==> src/rtl/interval_channel.sv <==
module interval_channel #(
  parameter int W = 16
) (
  input  logic         clk,
  input  logic         rst_n,
  input  logic         tick_en,
  input  logic         gate,
  input  logic         load,
  input  logic [2:0]   mode_sel,
  input  logic [W-1:0] load_val,
  output logic [W-1:0] count_out,
  output logic         out_pin
);
  localparam int CW = W + 1;
  localparam logic [CW-1:0] FULL = CW'(1) << W;

  logic          armed, wrapped_q, reached_q, hit_q, g1, g2;
  logic [2:0]    mode_q;
  logic [CW-1:0] n_q, e_q;

  wire rise     = g1 & ~g2;
  wire periodic = (mode_q == 3'd2) || (mode_q == 3'd3);
  wire retrig   = (mode_q != 3'd0) && (mode_q != 3'd4);
  wire gated    = (mode_q != 3'd1) && (mode_q != 3'd5);
  wire run      = armed & tick_en & (~gated | g1);
  wire restart  = armed & rise & retrig;

  wire [CW-1:0] e_inc  = e_q + 1'b1;
  wire          at_end = (e_inc == n_q);
  wire [2:0]    mode_m = (mode_sel > 3'd5) ? mode_sel - 3'd4 : mode_sel;

  wire [CW:0]   twice  = {e_q, 1'b0};
  wire [CW:0]   folded = (twice >= {1'b0, n_q}) ? twice - {1'b0, n_q} : twice;
  wire [CW-1:0] half   = (n_q + 1'b1) >> 1;

  always_ff @(posedge clk) begin
    if (!rst_n) begin
      armed <= 1'b0; mode_q <= '0; n_q <= '0; e_q <= '0;
      wrapped_q <= 1'b0; reached_q <= 1'b0; hit_q <= 1'b0;
      g1 <= 1'b0; g2 <= 1'b0;
    end else begin
      g1 <= gate;
      g2 <= g1;
      if (load) begin
        armed     <= 1'b1;
        mode_q    <= mode_m;
        n_q       <= (load_val == '0) ? FULL : {1'b0, load_val};
        e_q       <= '0;
        wrapped_q <= 1'b0; reached_q <= 1'b0; hit_q <= 1'b0;
      end else if (restart) begin
        e_q       <= '0;
        wrapped_q <= 1'b0; reached_q <= 1'b0; hit_q <= 1'b0;
      end else if (run) begin
        if (periodic) begin
          e_q <= at_end ? '0 : e_inc;
          if (at_end) wrapped_q <= 1'b1;
        end else begin
          e_q       <= e_inc;
          hit_q     <= at_end & ~reached_q;
          reached_q <= reached_q | at_end;
        end
      end
    end
  end

  logic [CW-1:0] cnt_full;
  always_comb begin
    if (!armed)               cnt_full = '0;
    else if (mode_q == 3'd3)  cnt_full = n_q - folded[CW-1:0];
    else                      cnt_full = n_q - e_q;
  end
  assign count_out = cnt_full[W-1:0];

  always_comb begin
    if (!armed) out_pin = 1'b0;
    else case (mode_q)
      3'd0, 3'd1: out_pin = reached_q;
      3'd2:       out_pin = wrapped_q && (e_q == '0);
      3'd3:       out_pin = (e_q < half);
      default:    out_pin = hit_q;
    endcase
  end

  a_r1_idle_quiet: assert property (@(posedge clk) disable iff (!rst_n)
    (!armed && !load) |=> (!out_pin && count_out == '0));
  a_r2_zero_is_full: assert property (@(posedge clk) disable iff (!rst_n)
    (load && load_val == '0) |=> (n_q == FULL && count_out == '0));
  a_r3_flag_sticks: assert property (@(posedge clk) disable iff (!rst_n)
    (armed && mode_q == 3'd0 && out_pin && !load) |=> out_pin);
  a_r7_one_tick_pulse: assert property (@(posedge clk) disable iff (!rst_n)
    (armed && mode_q >= 3'd4 && out_pin && run && !load && !restart) |=> !out_pin);
  a_r9_hold_without_tick: assert property (@(posedge clk) disable iff (!rst_n)
    (!tick_en && !load && !restart) |=> ($stable(count_out) && $stable(out_pin)));
  a_r11_mode_range: assert property (@(posedge clk) disable iff (!rst_n)
    load |=> (mode_q <= 3'd5));
endmodule

==> config.mk <==
export PLATFORM = sky130hd
export DESIGN_NAME = interval_channel
export DESIGN_NICKNAME = d
export VERILOG_FILES = /design/src/rtl/interval_channel.sv
export SDC_FILE = /design/constraint.sdc
export NUM_CORES = 1
export LEC_CHECK = 0
export CORE_MARGIN = 5
export CORE_UTILIZATION = 55
export DETAILED_ROUTE_END_ITERATION = 7
export PLACE_DENSITY_LB_ADDON = 0.15
export SLEW_MARGIN = 10
export SYNTH_ARGS = -nofsm -noshare
export SYNTH_HDL_FRONTEND = slang
export SYNTH_SLANG_ARGS = --single-unit
==> constraint.sdc <==
create_clock -name clk -period 11.8 [get_ports clk]
set_input_delay 1.77 -clock clk [delete_from_list [all_inputs] [get_ports clk]]
set_output_delay 1.77 -clock clk [all_outputs]
set_load 0.1 [all_outputs]
==> Word level (Yosys, flattened, before mapping) <==
Index checks and enable logic that the tools add are counted.
{ "word_totals": {"reg_bits": 43, "out_inout_bits": 17, "wordCells": 59} }
{ "classes": {"n_addsub": 6, "order_cmp": 3, "eq_ne": 7, "muxes": 9, "bitwise": 13, "reduce_logical": 12} }
{ "op_table": {"columns": ["op", "n"], "rows": [
  ["two-way mux 17 bit", 3],
  ["two-way mux 16 bit", 3],
  ["subtractor 16 bit", 3],
  ["adder 17 x 1 -> 17 bit (second input constant)", 2],
  ["greater-or-equal comparator 18 x 17 -> 1 bit", 1],
  ["== test 17 bit", 1],
  ["zero test 17 bit", 1],
  ["less-than comparator 17 x 16 -> 1 bit", 1],
  ["zero test 16 bit", 1],
  ["bitwise AND 1 bit", 6],
  ["== test 3 x 2 -> 1 bit (second input constant)", 2],
  ["!= test 3 bit (second input constant)", 2],
  ["inverter 1 bit", 5],
  ["== test 3 x 1 -> 1 bit (second input constant)", 1],
  ["> comparator 3 bit (second input constant)", 1],
  ["logical AND 1 bit", 3],
  ["zero test 3 bit", 1],
  ["two-way mux 3 bit", 1],
  ["!= test 3 x 1 -> 1 bit (second input constant)", 1],
  ["one-hot mux 1 bit (3 select lines)", 1],
  ["AND reduction 3 bit", 1],
  ["nonzero test 3 bit", 1],
  ["OR reduction 3 bit", 1],
  ["subtractor 3 bit (second input constant)", 1],
  ["5 further kinds", 6]
]} }

==> Depth between registers and ports, before layout <==
Gate-level depths: netlist (run 1).
{ "logic_depth": {"depth_word": 6, "depth_mapped": 24, "ltp_nobuf": 21} }

==> Worst setup path after synthesis (run 1) <==
OpenSTA, ideal clock, no wires.
{ "synth_path": {"path_type": "register -> output", "startpoint": "register n_q[2]", "endpoint": "output count_out[14]", "arrival_time_ps": 5484, "t_required_ps": 10030, "path_slack_ps": 4546, "stages_incl_launch_ff": 25, "path_cell_list": "dfxtp_1 clkbuf_1 inv_1 ha_1 a211o_1 a211oi_1 o21ai_0 a21oi_1 clkbuf_1 nor2_1 clkbuf_1 nand2_1 o21ai_0 ha_1 inv_1 fa_1 a21o_1 a21oi_1 o21bai_1 a31oi_1 o21ai_0 o41ai_1 o21ai_0 xor2_1 and2_1"} }
{ "synth_between": {"elab_chain_cells": 5} }
{ "synth_lines": {"columns": ["item", "line", "source"], "rows": [
  ["from (decl)", "19", "logic [CW-1:0] n_q, e_q;"],
  ["from (signal assigned)", "47", "n_q <= (load_val == '0) ? FULL : {1'b0, load_val};"],
  ["subtractor 16 bit / greater-or-equal comparator 18 x 17 -> 1 bit (equally long branches)", "33", "wire [CW:0] folded = (twice >= {1'b0, n_q}) ? twice - {1'b0, n_q} : twice;"],
  ["two-way mux 16 bit", "33", null],
  ["subtractor 16 bit", "69", "else if (mode_q == 3'd3) cnt_full = n_q - folded[CW-1:0];"],
  ["two-way mux 16 bit (*)", "69", null],
  ["two-way mux 16 bit (*)", "68", "if (!armed) cnt_full = '0;"],
  ["to (decl)", "11", "output logic [W-1:0] count_out,"]
]} }
Every way passes the cells marked *; elsewhere a longest branch is shown, timed or not.

==> Worst setup path after layout (run 1) <==
{ "layout_path": {"startpoint": "register n_q[0]", "endpoint": "output count_out[14]"} }
Same word-level chain as after synthesis.

==> results of run 1 <==
flip-flops by register name, summed over array words and instances, names as in the netlist:
name	count
e_q	17
n_q	17
mode_q	3
armed	1
g1	1
g2	1
hit_q	1
reached_q	1
wrapped_q	1
metrics by stage:
stage          std cells  hold WS (ps)
2_1_floorplan        646           429
3_3_place_gp         762           449
3_5_place_dp         762           451
4_1_cts              770           477
5_1_grt              770           515
6_report             770           478
cells in the final DEF, fill, tap and decap left out, types with 5 or more instances in the layout:
cell type,synthesis,final
a31oi_1,8,8
nand2_1,53,53
a22o_1,15,15
nor4_1,10,10
clkbuf_8,0,5
nor2b_1,8,8
ha_1,51,51
o21ai_0,46,46
clkdlybuf4s50_1,0,40
nor2_1,40,40
a21o_1,16,16
nor3_1,12,12
dfxtp_1,43,43
nand2b_1,5,5
xnor2_1,44,44
mux2i_1,7,7
o41ai_1,9,9
nand3b_1,5,5
a21oi_1,49,49
nand3_1,26,26
and2_1,22,22
o21a_1,7,7
buf_4,3,5
nand4_1,11,11
a211oi_1,11,11
xor2_1,18,18
inv_1,29,29
worst reg2reg max path, cell delays in order (launching register included):
cell and delay, ps:
dfxtp_1 570, ha_1 430, and4_1 300, nand2_2 130, nor4_2 290, xnor2_1 100, or4_4 540, nor4_4 710
nand2b_4 410, mux2_2 190, nor2_1 40
worst min path at each step:
stage                     slack (ps)        end  cells after the start
after global routing             520         g2                      1
final                            480  wrapped_q                      2
after floorplan                  430  wrapped_q                      2
after CTS                        480  wrapped_q                      2
after detailed placement         450  wrapped_q                      2
after global placement           450  wrapped_q                      2
logic make-up (layout without fill, tap and decap cells):
group / count (synthesis) / in the layout / synth area share
compound gates: 192 / 192 / 0.255
buf+inv: 66 / 82 / 0.0631
xor+xnor: 62 / 62 / 0.110
flops: 43 / 43 / 0.175
simple gates: 221 / 221 / 0.240
mux: 9 / 9 / 0.0188
fa+ha+maj: 53 / 53 / 0.138
routing by layer:
metal / GRT usage / wire, um
met5: 0 / 0
met3: 0.0185 / 670
met4: 0.0703 / 276
met2: 0.407 / 6270
met1: 0.318 / 5830
power by group:
group	total (mW)	leakage [nW]	internal, mW	switching, mW
Sequential	0.161	0.351	0.150	0.0112
Clock	0.0934	0.0412	0.0414	0.0519
Combinational	0.167	1.69	0.0647	0.103
Total	0.421	2.08	0.256	0.166
final cells by class:
cell class	count	area [sq um]	area share
clock buffer	6	72.6	0.0135
clock inverter	2	12.5	0.00233
inverter	29	109	0.0202
multi-input combinational	537	3750	0.697
sequential	43	861	0.160
tap	108	135	0.0251
timing repair buffer	45	438	0.0814
==> out/results.tsv, run 1 <==
metric	value	unit
reg2reg end	e_q[0]	
Max-cap violations	0	
DRC errors left	0	
R2R setup slack	7960	ps
count of final max-slew check failures	0	
initial antenna violation count	0	
Worst-Margin Slew	1050	ps
Placed Area	0.00529	sq mm
cts hold-fix bufs	0	
Clk pin slew, worst setup/hold paths	80	ps
cell depth of the worst setup path	22	
Starting Density	0.564	
worst hold-check path type	reg2reg	
critical setup path kind	reg2out	
Core Footprint	0.00872	sq mm
first-pass GRT wire length	21900	um
remaining antenna violation count after routing	0	
P&R area growth vs syn	9.28	%
worst-path fanout max	12	
total negative slack	0	ps
Worst path max stage delay	1130	ps
Resized cells post-CTS	0	
worst setup path endpoint	count_out[14]	
die area	0.0109	sq mm
CP Launch Type	flop	
Worst path top cell family by delay	compound AO/OA/AOI/OAI gates	
Util after Layout	0.617	
Hold Fails Final Rpt	0	
Die H	105	um
ys async rst share	0	
Synth cell types	67	
cell count after synthesis	646	
post-CTS setup buffers	0	
Max IR drop VDD	0.0516	mV
RSZ-0062 raised after global routing	false	
TritonRoute pass-1 iters	4	
crit end category	output port	
synth warn	0	
Post-synth EDFFs	0	
Tmin final	8810	ps
starting DRC count in detailed routing	217	
status	finished clean	
register area share after synthesis	0.175	
Static Leak	2.08	nW
Most common cell on crit path	a21oi_1	
synthesized area	0.00492	sq mm
Seq cells post-synth	43	
Top FF cell, synth	dfxtp_1	
Syn Area/Cell	7.62	sq um
CTS tree	done	
Max Freq	114	MHz
ratio of cells with drive above 1 in the final layout	0.0544	
vias	4769	
CTS root buf	clkbuf_8	
most common cell in the synthesized netlist	nand2_1	
via density per instance	6.19	
Layout Skew	8.82	ps
Layout Nets	738	
grt total ovfl	0	
Fill cells	818	
share of the synthesized area in the top cell type	0.175	
Ant. Diodes	0	
clock latency on the worst-skew pair	300	ps
H-tree depth	2	
worst setup path start	n_q[0]	
pwr dens	78.4	mW/mm^2
Die Width	105	um
Worst EP arrival	7040	ps
Tot GR Track Use	0.237	
Final WS setup	2990	ps
Final period util	0.746	
Design Area, Final	0.00538	sq mm
hold_sp	wrapped_q	
Worst EP required	10030	ps
post-DP HPWL	10300	um
I/O pin count	41	
Yosys top cell by area	dfxtp_1	
cts bufs inserted	5	
gp weighted congestion	0.923	
placement row count	34	
crit-path cells	inv_1, fa_1, a211o_1, a211oi_1, o21ai_0, a21oi_1, nor2_1, nor2_1, a21oi_1, nor2_1, a21oi_1, fa_1, a21o_1, a21oi_1, o21bai_1, a31oi_1, o21ai_0, o41ai_1, o21ai_0, xor2_1, and2_1, clkdlybuf4s50_1	
slowest cell on the critical path	clkdlybuf4s50_1	
Tot Pwr	421	uW
Critical path buffers and inverters	2	
port buffer count	40	
commonest cells in the netlist	nand2_1, ha_1, a21oi_1	
Crit Reg-Reg Startpoint	e_q[0]	
synth top area cells	dfxtp_1, ha_1, xnor2_1	
worst slack, placed	3360	ps
CTS Buffer Depth	2	
syn nets	723	
largest net degree at the start of global routing	32	
Worst slew margin	0.291	
final WL	13000	um
wire per inst	16.9	um
worst reg-to-reg path cell count	10	
Final Setup Violations	0	
Sink Count	43	
vias in the first global route	4508	
No activity file was read; power rests on OpenSTA's default activity.
==> run 2: changes to the inputs <==
clock period = 9.15 ns   (was 11.8 ns; I/O delays follow)
==> run 2 against run 1 <==
Effect of this change:
- sequential power rose by 29%
- highest routed layer unchanged
- combinational power is 30% higher
- cell count increased by 0.26%
- clock skew down 2.0 ps
- largest power group unchanged
- cell area grew 0.74%
- critical path type unchanged
- wire length up 3.8%
- clock-buffer cell count fell by 1
- sequential share of layout area is 0.12 points lower
==> out/results.tsv, run 2 (synthesized netlist as in run 1, its figures left out) <==
metric	value	unit	change
M3 GR Usage	0.0240		was 0.0185
vias	4812		was 4769
CP Launch Type	flop		unchanged
CTS root buf	clkbuf_8		unchanged
cts hold-fix bufs	0		unchanged
Worst slew margin	0.246		was 0.291
RSZ-0062 raised after global routing	false		unchanged
Layout Skew	6.83	ps	was 8.82 ps
final non-filler cell total	772		was 770
Clk pin slew, worst setup/hold paths	90	ps	was 80 ps
Core Footprint	0.00872	sq mm	unchanged
port buffer count	40		unchanged
initial antenna violation count	0		unchanged
met1 usage	0.324		was 0.318
hold_sp	wrapped_q		unchanged
P&R area growth vs syn	10.1	%	was 9.28%
cts bufs inserted	5		unchanged
I/O pin count	41		unchanged
gp weighted congestion	0.925		was 0.923
Final Setup Violations	0		unchanged
wire per inst	17.5	um	was 16.9 um
pwr dens	106	mW/mm^2	was 78.4 mW/mm^2
Die Width	105	um	unchanged
DRC errors left	0		unchanged
ratio of cells with drive above 1 in the final layout	0.0602		was 0.0544
count of final max-slew check failures	0		unchanged
Sink Count	43		unchanged
Hold Fails Final Rpt	0		unchanged
TritonRoute pass-1 iters	5		was 4
Top Usage Layer GRT	met2		unchanged
final WL	13500	um	was 13000 um
Max-cap violations	0		unchanged
CTS Buffer Depth	2		unchanged
CTS tree	done		unchanged
crit-path cells	inv_1, fa_1, a211o_1, a211oi_1, o21ai_0, a21oi_1, nor2_1, o211ai_1, a21oi_1, a21oi_1, ha_1, a21o_1, a31o_2, a31oi_1, a31oi_1, a41oi_1, o21ai_0, a31oi_1, xnor2_1, and2_1, clkdlybuf4s50_1		was inv_1, fa_1, a211o_1, a211oi_1, o21ai_0, a21oi_1, nor2_1, nor2_1, a21oi_1, nor2_1, a21oi_1, fa_1, a21o_1, a21oi_1, o21bai_1, a31oi_1, o21ai_0, o41ai_1, o21ai_0, xor2_1, and2_1, clkdlybuf4s50_1
Die H	105	um	unchanged
worst-path fanout max	19		was 12
placement row count	34		unchanged
Layout Nets	740		was 738
Tot GR Track Use	0.243		was 0.237
starting DRC count in detailed routing	339		was 217
Max Freq	119	MHz	
worst hold-check path type	reg2reg		unchanged
Worst EP arrival	7010	ps	was 7040 ps
die area	0.0109	sq mm	unchanged
commonest non-fill, non-tap cell in the layout	nand2_1		unchanged
remaining antenna violation count after routing	0		unchanged
Max IR drop VDD	0.103	mV	was 0.0516 mV
Crit Reg-Reg Startpoint	e_q[1]		was e_q[0]
vias in the first global route	4576		was 4508
worst setup path start	n_q[1]		was n_q[0]
Top Registers	e_q: 17 flops, n_q: 17 flops, mode_q: 3 flops		unchanged
largest net degree at the start of global routing	32		unchanged
Worst path max stage delay	1130	ps	about the same
Resized cells post-CTS	0		unchanged
grt total ovfl	0		unchanged
Tmin final	8380	ps	
Starting Density	0.564		unchanged
via density per instance	6.23		was 6.19
critical setup path kind	reg2out		unchanged
slowest cell on the critical path	clkdlybuf4s50_1		unchanged
post-CTS setup buffers	0		unchanged
H-tree depth	2		unchanged
post-DP HPWL	10500	um	was 10300 um
Ant. Diodes	0		unchanged
Static Leak	2.11	nW	was 2.08 nW
Worst-Margin Slew	1130	ps	was 1050 ps
crit end category	output port		unchanged
commonest non-fill, non-tap cells in the layout	nand2_1, ha_1, a21oi_1		unchanged
Worst EP required	7780	ps	was 10030 ps
total negative slack	0	ps	unchanged
clock latency on the worst-skew pair	300	ps	about the same
Critical path buffers and inverters	2		unchanged
status	finished clean		unchanged
GRT met2 Usage	0.404		was 0.407
Worst path top cell family by delay	compound AO/OA/AOI/OAI gates		unchanged
Final period util	0.916		
dpl cells	764		was 762
first-pass GRT wire length	22300	um	was 21900 um
## run 2: where the power goes
| group | switching (mW) | internal [mW] |
|---|---|---|
| Combinational | 0.134 | 0.0831 |
| Clock | 0.0678 | 0.0813 |
| Sequential | 0.0142 | 0.193 |
## run 2: worst paths after layout
check	end	slack, ps	cells past startpoint
max	count_out[15]	770	21
min	wrapped_q	490	2
max reg2reg	e_q[5]	5220	10
min reg2reg	wrapped_q	490	2
## run 2: layer usage
| metal | part of all wire | wire length, um |
|---|---|---|
| met4 | 0.036 | 485 |
| met5 | 0 | 0 |
| met3 | 0.064 | 873 |
| met2 | 0.46 | 6180 |
| met1 | 0.44 | 6010 |
## run 2: through the flow
stage	hold slack, ps	util	setup WS (ps)	power [mW]	instance area, sq um
after floorplan	429	-	2290	0.374	4920
after global placement	451	0.608	1420	0.422	5310
after detailed placement	456	0.608	1130	0.426	5310
after CTS	482	0.621	799	0.575	5420
after global routing	523	0.621	285	0.605	5420
final	486	0.621	769	0.573	5420
## run 2: final cells by class
cell class	instances	area (sq um)
Multi-Input combinational cell	537	3750
Timing Repair Buffer	47	450
Inverter	29	109
Clock inverter	3	43.8
Clock buffer	5	68.8
Fill cell	818	3300
Tap cell	108	135
Sequential cell	43	861
## run 2: worst min-delay path, cell delays in order, from the launching register on
cell	delay [ps]
dfxtp_1	340
a21oi_1	40
nor2_1	70
